===== config.mk =====
export PLATFORM = sky130hd
export DESIGN_NAME = seg_addr_unit
export DESIGN_NICKNAME = d
export VERILOG_FILES = /design/src/rtl/seg_pkg.sv /design/src/rtl/seg_fetch_fsm.sv /design/src/rtl/seg_state.sv /design/src/rtl/seg_addr_calc.sv /design/src/rtl/seg_addr_unit.sv
export SDC_FILE = /design/constraint.sdc
export NUM_CORES = 1
export LEC_CHECK = 0
export BUFFER_PORTS_ARGS = -buffer_cell sky130_fd_sc_hd__buf_4
export CAP_MARGIN = 25
export CORE_MARGIN = 4
export CORE_UTILIZATION = 56
export CTS_CLUSTER_DIAMETER = 50
export DETAILED_ROUTE_END_ITERATION = 10
export PLACE_DENSITY = 0.85
export RECOVER_POWER = 25
export SLEW_MARGIN = 30
export SYNTH_ARGS = -nofsm -noshare
export SYNTH_HDL_FRONTEND = slang
export SYNTH_HIERARCHICAL = 1
export SYNTH_SLANG_ARGS = --single-unit

===== constraint.sdc =====
create_clock -name clk -period 6.5 [get_ports clk]
set_clock_uncertainty 0.2 [all_clocks]
set_input_delay 0.975 -clock clk [delete_from_list [all_inputs] [get_ports clk]]
set_output_delay 0.975 -clock clk [all_outputs]
set_load 0.02 [all_outputs]

===== src/rtl/seg_pkg.sv =====
package seg_pkg;
    localparam int SEG_W  = 16;
    localparam int OFF_W  = 16;
    localparam int ADDR_W = 32;
    localparam int LIM_W  = 20;
    localparam int REAL_W = SEG_W + 5;

    typedef enum logic [1:0] {F_IDLE, F_LO, F_HI} fetch_st_e;

    typedef struct packed {
        logic [ADDR_W-1:0] base;
        logic [LIM_W-1:0]  limit;
    } desc_t;
endpackage


===== src/rtl/seg_fetch_fsm.sv =====
module seg_fetch_fsm
    import seg_pkg::*;
(
    input  logic              clk,
    input  logic              rst_n,
    input  logic              start,
    input  logic [ADDR_W-1:0] start_addr,
    output logic              rd_valid,
    output logic [ADDR_W-1:0] rd_addr,
    input  logic              rd_ready,
    input  logic [31:0]       rd_data,
    output logic              busy,
    output logic              done,
    output desc_t             desc
);
    fetch_st_e         state_q, state_d;
    logic [ADDR_W-1:0] addr_q;
    logic [31:0]       lo_q;

    always_ff @(posedge clk) begin
        if (!rst_n) begin
            state_q <= F_IDLE;
            addr_q  <= '0;
            lo_q    <= '0;
        end else begin
            state_q <= state_d;
            if (start && state_q == F_IDLE) addr_q <= start_addr;
            if (state_q == F_LO && rd_ready) lo_q <= rd_data;
        end
    end

    always_comb begin
        state_d = state_q;
        unique case (state_q)
            F_IDLE: if (start)    state_d = F_LO;
            F_LO:   if (rd_ready) state_d = F_HI;
            F_HI:   if (rd_ready) state_d = F_IDLE;
            default:              state_d = F_IDLE;
        endcase
    end

    always_comb begin
        rd_valid   = (state_q != F_IDLE);
        rd_addr    = (state_q == F_HI) ? addr_q + 32'd4 : addr_q;
        busy       = rd_valid;
        done       = (state_q == F_HI) && rd_ready;
        desc.limit = {rd_data[19:16], lo_q[15:0]};
        desc.base  = {rd_data[31:24], rd_data[7:0], lo_q[31:16]};
    end

    // a stalled request keeps its address
    a_r5_hold_req: assert property (@(posedge clk) disable iff (!rst_n)
        rd_valid && !rd_ready |=> rd_valid && $stable(rd_addr));

    // second word follows the first at +4
    a_r4_second_word: assert property (@(posedge clk) disable iff (!rst_n)
        state_q == F_LO && rd_ready |=> rd_addr == $past(rd_addr) + 32'd4);
endmodule


===== src/rtl/seg_state.sv =====
module seg_state
    import seg_pkg::*;
#(
    parameter int NSEG  = 4,
    parameter int IDX_W = $clog2(NSEG)
) (
    input  logic             clk,
    input  logic             rst_n,
    input  logic             wr_en,
    input  logic [IDX_W-1:0] wr_idx,
    input  logic [SEG_W-1:0] wr_val,
    input  logic             wr_inval,
    input  logic             fill_en,
    input  logic [IDX_W-1:0] fill_idx,
    input  desc_t            fill_desc,
    input  logic             busy,
    input  logic [IDX_W-1:0] rd_idx,
    output logic [SEG_W-1:0] rd_seg,
    output desc_t            rd_desc,
    output logic             rd_vld
);
    logic [NSEG-1:0][SEG_W-1:0] seg_q;
    desc_t                      cache_q [NSEG];
    logic [NSEG-1:0]            vld_q;

    for (genvar g = 0; g < NSEG; g++) begin : g_seg
        always_ff @(posedge clk) begin
            if (!rst_n) begin
                seg_q[g]   <= '0;
                cache_q[g] <= '0;
                vld_q[g]   <= 1'b0;
            end else begin
                if (wr_en && wr_idx == IDX_W'(g)) begin
                    seg_q[g] <= wr_val;
                    if (wr_inval) vld_q[g] <= 1'b0;
                end
                if (fill_en && fill_idx == IDX_W'(g)) begin
                    cache_q[g] <= fill_desc;
                    vld_q[g]   <= 1'b1;
                end
            end
        end
    end

    assign rd_seg  = seg_q[rd_idx];
    assign rd_desc = cache_q[rd_idx];
    assign rd_vld  = vld_q[rd_idx];

    // registers frozen while a fetch runs
    a_r9_frozen_busy: assert property (@(posedge clk) disable iff (!rst_n)
        busy |=> $stable(seg_q));

    // an entry only becomes valid through a completed fetch
    a_r10_fill_only: assert property (@(posedge clk) disable iff (!rst_n)
        (|(vld_q & ~$past(vld_q))) |-> $past(fill_en));
endmodule


===== src/rtl/seg_addr_calc.sv =====
module seg_addr_calc
    import seg_pkg::*;
(
    input  logic              pe_en,
    input  logic              a20_en,
    input  logic              acc_valid,
    input  logic [SEG_W-1:0]  seg,
    input  logic [OFF_W-1:0]  off,
    input  desc_t             desc,
    input  logic              vld,
    output logic [ADDR_W-1:0] phys,
    output logic              fault_sel,
    output logic              fault_lim
);
    logic [REAL_W-1:0] real_sum;
    logic [REAL_W-1:0] real_addr;

    always_comb begin
        real_sum  = {1'b0, seg, 4'b0000} + REAL_W'(off);
        real_addr = real_sum;
        real_addr[20] = real_sum[20] & a20_en;
        if (pe_en) begin
            phys      = desc.base + ADDR_W'(off);
            fault_sel = acc_valid && !vld;
            fault_lim = acc_valid && vld && (LIM_W'(off) > desc.limit);
        end else begin
            phys      = ADDR_W'(real_addr);
            fault_sel = 1'b0;
            fault_lim = 1'b0;
        end
    end
endmodule


===== src/rtl/seg_addr_unit.sv =====
module seg_addr_unit
    import seg_pkg::*;
#(
    parameter int NSEG  = 4,
    parameter int IDX_W = $clog2(NSEG)
) (
    input  logic              clk,
    input  logic              rst_n,
    input  logic              pe_en,
    input  logic              a20_en,
    input  logic [ADDR_W-1:0] gdt_base,
    input  logic              seg_wr,
    input  logic [IDX_W-1:0]  seg_wr_idx,
    input  logic [SEG_W-1:0]  seg_wr_val,
    input  logic              acc_valid,
    input  logic [IDX_W-1:0]  acc_seg,
    input  logic [OFF_W-1:0]  acc_off,
    output logic [ADDR_W-1:0] phys_addr,
    output logic              fault_sel,
    output logic              fault_limit,
    output logic              busy,
    output logic              rd_valid,
    output logic [ADDR_W-1:0] rd_addr,
    input  logic              rd_ready,
    input  logic [31:0]       rd_data
);
    logic             wr_ok, fetchable, start, done;
    logic [IDX_W-1:0] tgt_q;
    desc_t            fetched, cur_desc;
    logic [SEG_W-1:0] cur_seg;
    logic             cur_vld;

    assign wr_ok     = seg_wr && !busy;
    assign fetchable = !seg_wr_val[2] && (|seg_wr_val[15:3]);
    assign start     = wr_ok && pe_en && fetchable;

    always_ff @(posedge clk) begin
        if (!rst_n)     tgt_q <= '0;
        else if (start) tgt_q <= seg_wr_idx;
    end

    seg_fetch_fsm i_fetch (
        .clk        (clk),
        .rst_n      (rst_n),
        .start      (start),
        .start_addr (gdt_base + {seg_wr_val[15:3], 3'b000}),
        .rd_valid   (rd_valid),
        .rd_addr    (rd_addr),
        .rd_ready   (rd_ready),
        .rd_data    (rd_data),
        .busy       (busy),
        .done       (done),
        .desc       (fetched)
    );

    seg_state #(.NSEG(NSEG), .IDX_W(IDX_W)) i_state (
        .clk       (clk),
        .rst_n     (rst_n),
        .wr_en     (wr_ok),
        .wr_idx    (seg_wr_idx),
        .wr_val    (seg_wr_val),
        .wr_inval  (pe_en),
        .fill_en   (done),
        .fill_idx  (tgt_q),
        .fill_desc (fetched),
        .busy      (busy),
        .rd_idx    (acc_seg),
        .rd_seg    (cur_seg),
        .rd_desc   (cur_desc),
        .rd_vld    (cur_vld)
    );

    seg_addr_calc i_calc (
        .pe_en     (pe_en),
        .a20_en    (a20_en),
        .acc_valid (acc_valid),
        .seg       (cur_seg),
        .off       (acc_off),
        .desc      (cur_desc),
        .vld       (cur_vld),
        .phys      (phys_addr),
        .fault_sel (fault_sel),
        .fault_lim (fault_limit)
    );

    // gated real-mode addresses stay below 1 MB
    a_r3_wrap: assert property (@(posedge clk) disable iff (!rst_n)
        !pe_en && !a20_en |-> phys_addr[ADDR_W-1:20] == '0);

    // no fault in real mode or without an access
    a_r11_quiet: assert property (@(posedge clk) disable iff (!rst_n)
        !(pe_en && acc_valid) |-> !fault_sel && !fault_limit);

    // a null selector write never starts a read
    a_r8_null_no_fetch: assert property (@(posedge clk) disable iff (!rst_n)
        !busy && seg_wr && seg_wr_val[15:2] == '0 |=> !rd_valid);

    // a fetchable write in protected mode raises rd_valid next cycle
    a_r4_launch: assert property (@(posedge clk) disable iff (!rst_n)
        !busy && seg_wr && pe_en && !seg_wr_val[2] && seg_wr_val[15:3] != '0
        |=> rd_valid && busy);
endmodule


# Word level (Yosys, flattened, before mapping)
# Memories as Yosys holds them, arrays and structs flattened.
# Cells that the tools add are included.
[word_totals]
register_bits = 136
ramBits = 208
in_bits = 107
out_inout_bits = 68
word_cells = 112
mem_count = 1
[memory_table]
columns = ["memory", "depth", "width", "read_ports", "rd_clocked_by_memory_dff", "write_ports", "line_no", "rtl"]
rows = [
  ["i_state.cache_q", 4, 52, 1, 0, 4, "seg_state.sv:23", "desc_t cache_q [NSEG];"],
]
[op_classes]
addsub = 4
n_lt_le_gt_ge = 2
eq_ne = 11
muxes = 38
bitwise = 5
n_reduce_logical = 39
[ops]
columns = ["op", "count"]
rows = [
  ["2-to-1 mux 52 bit", 4],
  ["adder 32 x 16 -> 32 bit", 2],
  ["2-to-1 mux 32 bit", 2],
  ["adder 32 x 3 -> 32 bit (second input constant)", 1],
  ["binary-select mux 16 bit (select 2 bit)", 1],
  ["2-to-1 mux 1 bit", 25],
  ["adder 20 x 16 -> 21 bit", 1],
  ["greater-than comparator 16 x 20 -> 1 bit", 1],
  ["logical AND 1 bit", 18],
  ["nonzero test 2 bit", 9],
  ["2-to-1 mux 16 bit", 1],
  ["OR reduction 13 bit", 1],
  ["equality test 2 bit (second input constant)", 5],
  ["AND reduction 2 bit", 4],
  ["equality test 2 x 1 -> 1 bit (second input constant)", 3],
  ["zero test 2 bit", 3],
  ["2-to-1 mux 2 bit", 3],
  ["case mux 2 bit (3 select lines)", 1],
  ["!= test 2 bit (second input constant)", 2],
  ["bitwise OR 1 bit", 4],
  ["zero test 1 bit", 3],
  ["< comparator 2 x 3 -> 1 bit (second input constant)", 1],
  ["AND reduction 3 bit", 1],
  ["binary-select mux 1 bit (select 2 bit)", 1],
  ["other kinds (2)", 2],
]

# Logic depth before layout (Yosys ltp)
# Gate-level depths: netlist (run 1).
[logic_depth]
word_depth = 7
mapped_depth = 12
ltp_nobuf = 10

# Cells and area by module
# The synthesis (run 1) kept the hierarchy.
[by_module_without_submodules]
columns = ["mod", "n_inst", "cells_each", "area_per_inst_um2", "seq_area_each_um2"]
rows = [
  ["seg_state", 1, 778, 11866.4, 7607.3],
  ["seg_fetch_fsm", 1, 408, 3269.4, 1321.3],
  ["seg_addr_calc", 1, 377, 2680.1, 0.0],
  ["seg_addr_unit", 1, 149, 1127.3, 40.0],
]

# Worst setup path before layout (run 1)
# OpenSTA, ideal clock, no wires.
[synth_path]
path_kind = "input-to-reg"
start = "input port rd_ready"
end = "memory i_state/cache_q[0][0] in the netlist's numbering (enable)"
setup_ns = 0.539
arrival_time_ns = 5.096
required_ns = 5.761
path_slack_ns = 0.665
path_stages = 3
path_buffers = 0
cell_sequence = "and2_1 -> inv_1 -> o31ai_1"
[synth_lines]
columns = ["item", "line_no", "rtl"]
rows = [
  ["start: declaration", "seg_addr_unit.sv:24", "input logic rd_ready,"],
  ["end: declaration", "seg_state.sv:23", ""],
]

==> results of run 1 <==
[sequential cells by signal, summed over array words and instances (netlist names)]
name	count
tgt_q	2
i_state/cache_q	208
i_fetch/addr_q	32
i_state/seg_q	64
i_fetch/lo_q	32
i_fetch/state_q	2
i_state/vld_q	4
[metal layers]
metal	up-vias	track usage, %	share of wire (%)	wire, um
met5	-	0	0	0
met4	0	8.40	2.9	1480
met3	107	4.14	7.5	3780
met2	580	45.8	49	24600
met1	6858	36.1	41	20500
li1	6383	-	-	-
[area by class of cell]
type	count	area, sq um
Multi-Input combinational cell	1221	9300
Antenna cell	1	2.50
Tap cell	448	561
Timing Repair Buffer	187	1390
Clock inverter	23	288
Fill cell	2462	11800
Clock buffer	46	1000
Inverter	30	113
Sequential cell	344	8970
[power groups by stage]
stage	logic [mW]	registers, mW	clock network [mW]
2_1_floorplan	0.500	2.45	0
3_3_place_gp	0.744	2.46	0
3_5_place_dp	0.757	2.46	0
4_1_cts	0.763	2.42	2.24
5_1_grt	0.828	2.42	2.34
6_report	0.771	2.42	2.21
[cells in the mapped netlist, types with 6 or more instances]
library cell,instances
a211oi_1,13
a21boi_0,68
a21o_1,21
a21oi_1,51
a31oi_1,6
and2_1,211
and3_1,14
buf_2,22
buf_4,30
clkbuf_1,58
dfxtp_1,136
edfxtp_1,208
ha_1,58
inv_1,29
mux2i_1,72
mux4_2,69
nand2_1,272
nand3_1,23
nand3_2,7
nand4_1,30
nor2_1,39
nor2b_1,9
nor3_1,12
nor4_1,6
o211ai_1,8
o21a_1,6
o21ai_0,22
xnor2_1,61
xor2_1,23
[path summary, 6_finish.rpt]
check | slack (ns) | endpoint | cells past startpoint
min reg2reg | 0.25 | i_state/seg_q[59] | 2
min | 0.25 | i_state/seg_q[59] | 2
max reg2reg | 2.58 | i_state/cache_q[1][46] | 5
max | 0.80 | i_state/seg_q[56] | 4
[logic make-up after synthesis]
| kind of cell | after synthesis | share of synthesized area (%) |
|---|---|---|
| simple gates | 681 | 19.0 |
| flops | 344 | 47.3 |
| compound gates | 248 | 9.39 |
| buf+inv | 147 | 3.80 |
| mux | 146 | 12.3 |
| xor+xnor | 85 | 3.97 |
| fa+ha+maj | 61 | 4.15 |
[worst min-delay path, cell delays in order, from the launching register on]
cell and delay (ns):
dfxtp_1 0.31, nand2_1 0.05, mux2i_1 0.05
==> metrics.yaml, run 1 <==
clocking:
  worstSkewPairLatency_ns: 0.51
  clkTransAtPathRegs_ns: 0.06
  cts_resized: 0
  htree_levels: 2
  ctsLongestPathBuffers: 3
  clock-sinks: 344
  cts_root_buf: "clkbuf_16"
  cts_inserted_buffers: 38
  ctsHoldBuffers: 0
  post_cts_buffers: 0
  cts_tree: "done"
pwr:
  switching_share_pct: 25.1
  p_int_mw: 4.04
  power_density_mw_per_mm2: 250
  share_comb_of_total_power_pct: 14.3
  power_mw: 5.40
  p_sw_mw: 1.36
  ir_drop_mv: 0.171
  power_leakage_nw: 8.47
  seqPwrFrac_pct: 44.8
  clockPowerShare_pct: 41.0
global_route:
  overflow: 0
  grt_usage_pct: 27.0
  grt_max_degree: 116
  first_global_vias: 14019
  antenna_found_initial: 1
  grt_pass1_wl_um: 78200
logic_synthesis:
  yosysTopAreaCell: "edfxtp_1"
  synth_area_per_cell_sq_um: 11.1
  syn_nets: 1880
  synthTopCellsByArea: "edfxtp_1 33%, dfxtp_1 14%, mux4_2 8.2%, and2_1 7.0%, nand2_1 5.4%"
  syn_inst: 1712
  ys.flop_type: "edfxtp_1"
  yosysSeqAreaShare_pct: 47.3
  ys_types: 88
  netlist_area_sq_mm: 0.0189
  synth.top_cell.area_share_pct: 33.0
  ys_warn_count: 6
  ys_seq_elements: 344
  synth-edff-count: 208
  async_flop_share_pct: 0
sta:
  timing.hold.ws_ns: 0.254
  slew_viol_final: 366
  layout_min_cycle_time_ns: 5.70
  tns_ns: 0
  finalSetupViolCount: 0
  rsz0062_at_grt: "false"
  hold_violations: 0
  max_freq_mhz: 175
  period_share_pct: 87.7
  max_slew_margin_pct: -165
  worst_pin_slew_ns: 3.98
  fin_ws_ns: 0.798
critical_path:
  cp_max_fo: 115
  cp-startpoint: "rst_n"
  max_stage_delay_ns: 3.04
  cp-start-kind: "primary input"
  criticalPathCategory: "in -> reg"
  crit_required_ns: 6.73
  cp-end-kind: "flop"
  path_cells: "clkbuf_2 > dlygate4sd2_1 > nand2_1 > mux2i_1"
  cp.arrival_ns: 5.93
  r2r-start: "i_fetch/state_q[1]"
  cp_top_family: "buffers and inverters"
  crit_buf_inv: 2
  critPathSlowestCell: "dlygate4sd2_1"
floorplan:
  die_x_um: 192
  initial_utilization_pct: 56.6
  die-area_sq_mm: 0.0368
  num_rows: 67
  die_y_um: 192
  io_pins: 175
  core_sq_mm: 0.0334
min_path:
  min_path_type: "reg -> reg"
  min_from: "i_state/seg_q[59]"
placed_design:
  io_buffers: 174
  dpl_cell_area_sq_mm: 0.0204
  place_ws_ns: 0.903
  placed_cells: 2230
  routabilityCongestion: 0.970
  hpwl_um: 33900
drt:
  num_vias: 13928
  drt_iter0_markers: 1243
  firstDrtPassIters: 5
  via_per_inst: 6.06
  drt-wirelength-per-cell_um: 21.9
  ant_nets: 0
  finalWirelength_um: 50300
  drcViolationCount: 0
status:
  violations: "max-capacitance violations, max-slew violations"
  status: "finished, violations left"
final_layout:
  utilization_pct: 64.6
  syn_to_final_growth_pct: 14.1
  fin_area_sq_mm: 0.0216
  finalNonFillerCells: 2300
  layout.nets: 1990
  final_common_cell: "nand2_1"
  mostFrequentLayoutCells: "268 x nand2_1, 208 x edfxtp_1, 180 x and2_1, 174 x buf_4, 136 x dfxtp_1"
  drive_above_1_share_pct: 19.6
run:
  cap_violations: 6
(Power assumes the default switching activity.)
==> run 2: changes to the inputs <==
- ABC_AREA: not set -> 1
- PLACE_DENSITY: 0.85 -> 0.75
==> run 2 against run 1 <==
  * The flow still finishes with violations (max-capacitance violations, max-slew violations)
  * Sequential power is essentially flat
  * Worst setup slack improved by 0.32 ns
  * Clock-buffer cell count increased by 13
  * Global-route usage is 2.3 points higher
  * Critical endpoint is now phys_addr[22]
  * Largest cell class unchanged
==> metrics.yaml, run 2 <==
logic_synthesis:
  syn_nets: 3068  # +63%
  yosys.area_share.simple_pct: 29.7  # +11 points
  ys_seq_elements: 344  # unchanged
  yosysTopAreaCell: "edfxtp_1"
  synth_xor_area_share_pct: 1.59  # -2.4 points
  async_flop_share_pct: 0  # unchanged
  synth.top_cell.area_share_pct: 29.8  # -3.1 points
  synth_common_cells: "761 x nand2_1, 487 x nor2_1, 461 x inv_1"
  synth_compound_area_share_pct: 10.3  # +0.87 points
  yosysSeqAreaShare_pct: 42.8  # -4.5 points
  syn_inst: 2900  # +69%
  netlist_area_sq_mm: 0.0209  # +11%
  ys.flop_type: "edfxtp_1"
  synth_top_family_by_area: "simple AND/OR/NAND/NOR gates"
  synth_area_per_cell_sq_um: 7.22  # -35%
  synth-edff-count: 208  # unchanged
  yosysMostFrequentCell: "nand2_1"
  ys_types: 48  # -45%
  ys_warn_count: 6  # unchanged
  synthAdderAreaFrac_pct: 3.75  # -0.40 points
  synthTopCellsByArea: "edfxtp_1 30%, nand2_1 14%, dfxtp_1 13%, nor2_1 8.7%, inv_1 8.3%"
  synthMuxAreaShare_pct: 0  # -12 points
run:
  cap_violations: 5  # -1
placed_design:
  routabilityCongestion: 0.994  # +2.4%
  dpl_cell_area_sq_mm: 0.0223  # +9.6%
  hpwl_um: 43100  # +27%
  io_buffers: 174  # unchanged
drt:
  via_per_inst: 5.45  # -10%
  num_vias: 19085  # +37%
  ant_nets: 0  # unchanged
  drt-wirelength-per-cell_um: 17.6  # -20%
  finalWirelength_um: 61500  # +22%
  drcViolationCount: 0  # unchanged
  drt_iter0_markers: 1755  # +41%
  firstDrtPassIters: 8  # +3
final_layout:
  largest_reg_flops: 208  # unchanged
  drive_above_1_share_pct: 10.6  # -9.0 points
  mostFrequentLayoutCells: "757 x nand2_1, 485 x nor2_1, 461 x inv_1, 208 x edfxtp_1, 184 x buf_4"
  largest-register: "i_state/cache_q"
  syn_to_final_growth_pct: 13.2
  final_common_cell: "nand2_1"
  fillers: 3261  # +32%
  reg_top3: "i_state/cache_q: 208 flops, i_state/seg_q: 64 flops"
  fin_area_sq_mm: 0.0237  # +9.6%
  layout.nets: 3168  # +59%
sta:
  period_share_pct: 82.8  # -4.9 points
  layout_min_cycle_time_ns: 5.38  # -0.317 ns
  max_slew_margin_pct: -162  # +4.0 points
  tns_ns: 0  # unchanged
  rsz0062_at_grt: "false"
  worst_pin_slew_ns: 3.92  # -0.0598 ns
  hold_violations: 0  # unchanged
  finalSetupViolCount: 0  # unchanged
  slew_viol_final: 268  # -27%
  max_freq_mhz: 186  # +5.9%
  timing.hold.ws_ns: 0.244  # -0.0108 ns
pwr:
  power_leakage_nw: 11.1  # +31%
  ir_drop_mv: 0.224  # +31%
  power_mw: 5.74  # +6.2%
  power_density_mw_per_mm2: 242  # -3.1%
status:
  violations: "max-capacitance violations, max-slew violations"
  status: "finished, violations left"
critical_path:
  r2r_cells: 9  # +4
  cp_max_fo: 124  # +7.8%
  timing.rr.end: "i_state/seg_q[61]"
  r2r-start: "i_fetch/state_q[0]"
  r2r_slack_ns: 2.47  # -0.11 ns
  cp-start-kind: "primary input"
  crit_required_ns: 5.32  # -1.41 ns
  criticalPathCategory: "in -> out"
  cp-end-kind: "output pin"
  cp.arrival_ns: 4.21  # -1.72 ns
floorplan:
  die_x_um: 201  # +4.9%
  core_sq_mm: 0.0368  # +10%
  io_pins: 175  # unchanged
  initial_utilization_pct: 56.9  # +0.30 points
  die_y_um: 201  # +4.9%
  num_rows: 70  # +4.5%
  die-area_sq_mm: 0.0406  # +10%
min_path:
  min_from: "i_fetch/lo_q[13]"
  whs_path_depth: 2  # unchanged
  holdPathEnd: "i_fetch/lo_q[13]"
  min_path_type: "reg -> reg"
clocking:
  cts_inserted_buffers: 42  # +11%
  clkTransAtPathRegs_ns: 0.06  # about the same
  clock-sinks: 344  # unchanged
  post_cts_buffers: 0  # unchanged
  cts_tree: "done"
  cts_resized: 0  # unchanged
  worstSkewPairLatency_ns: 0.56  # +0.05 ns
  cts_root_buf: "clkbuf_16"
  htree_levels: 2  # unchanged
  ctsLongestPathBuffers: 3  # unchanged
  ctsHoldBuffers: 0  # unchanged
global_route:
  grt_max_degree: 125  # +7.8%
  grt_pass1_wl_um: 95400  # +22%
  overflow: 0  # unchanged
  grt_usage_pct: 29.4  # +2.3 points
  antenna_found_initial: 4  # +3
  first_global_vias: 17819  # +27%
## run 2: worst max-delay path: stages
cell,delay (ns)
buf_6,0.59
buf_4,0.38
nand2_1,0.08
o211ai_1,0.09
nand2_1,0.08
ha_1,0.38
nand2_1,0.17
inv_1,0.09
a21oi_1,0.25
nand2_1,0.10
nand2_1,0.07
nand3_1,0.18
nand2_1,0.11
nand2_1,0.05
nor2_1,0.33
buf_4,0.22
## run 2: how the worst max path moves through the flow
stage,startpoint,endpoint
global placement,acc_seg[0],phys_addr[22]
global route,rst_n,i_state/cache_q[2][48]
detailed placement,acc_seg[0],phys_addr[22]
finish,acc_seg[0],phys_addr[22]
CTS,acc_seg[0],phys_addr[22]
floorplan,acc_seg[0],phys_addr[28]
## run 2: cell families after synthesis
family,Yosys count
AOI/OAI and AO/OA,355
xor gates and xnor gates,38
adders and majority gates,61
buffers and inverters,605
DFF,344
and+or+nand+nor,1497
## run 2: layer usage
layer / up-vias / routed length, um / global-route usage, %
li1: 9415 / - / -
met1: 8788 / 26600 / 41.3
met2: 757 / 27900 / 46.1
met3: 119 / 5440 / 5.27
met4: 6 / 1610 / 9.94
met5: - / 47 / 0
## run 2: per-stage QoR
stage               setup slack, ns  cells  util (%)
finish                         1.12   3504      64.4
floorplan                      2.13   2900         -
CTS                            1.15   3502      64.5
global route                  0.807   3504      64.4
global placement               1.18   3423      60.6
detailed placement             1.16   3424      60.7
## run 2: cell type report
type                            count  area [sq um]  area share [%]
Antenna cell                        2          5.00          0.0211
Clock buffer                       59          1210            5.09
Clock inverter                     19           184           0.776
Inverter                          466          1750            7.38
Multi-Input combinational cell   1951          9520            40.2
Sequential cell                   344          8970            37.8
Tap cell                          468           586            2.47
Timing Repair Buffer              195          1480            6.26
## run 2: where the power goes
group	switching, mW	internal, mW	total (mW)
Sequential	0.0392	2.39	2.43
Clock	0.953	1.37	2.32
Combinational	0.665	0.321	0.987
Total	1.66	4.08	5.74
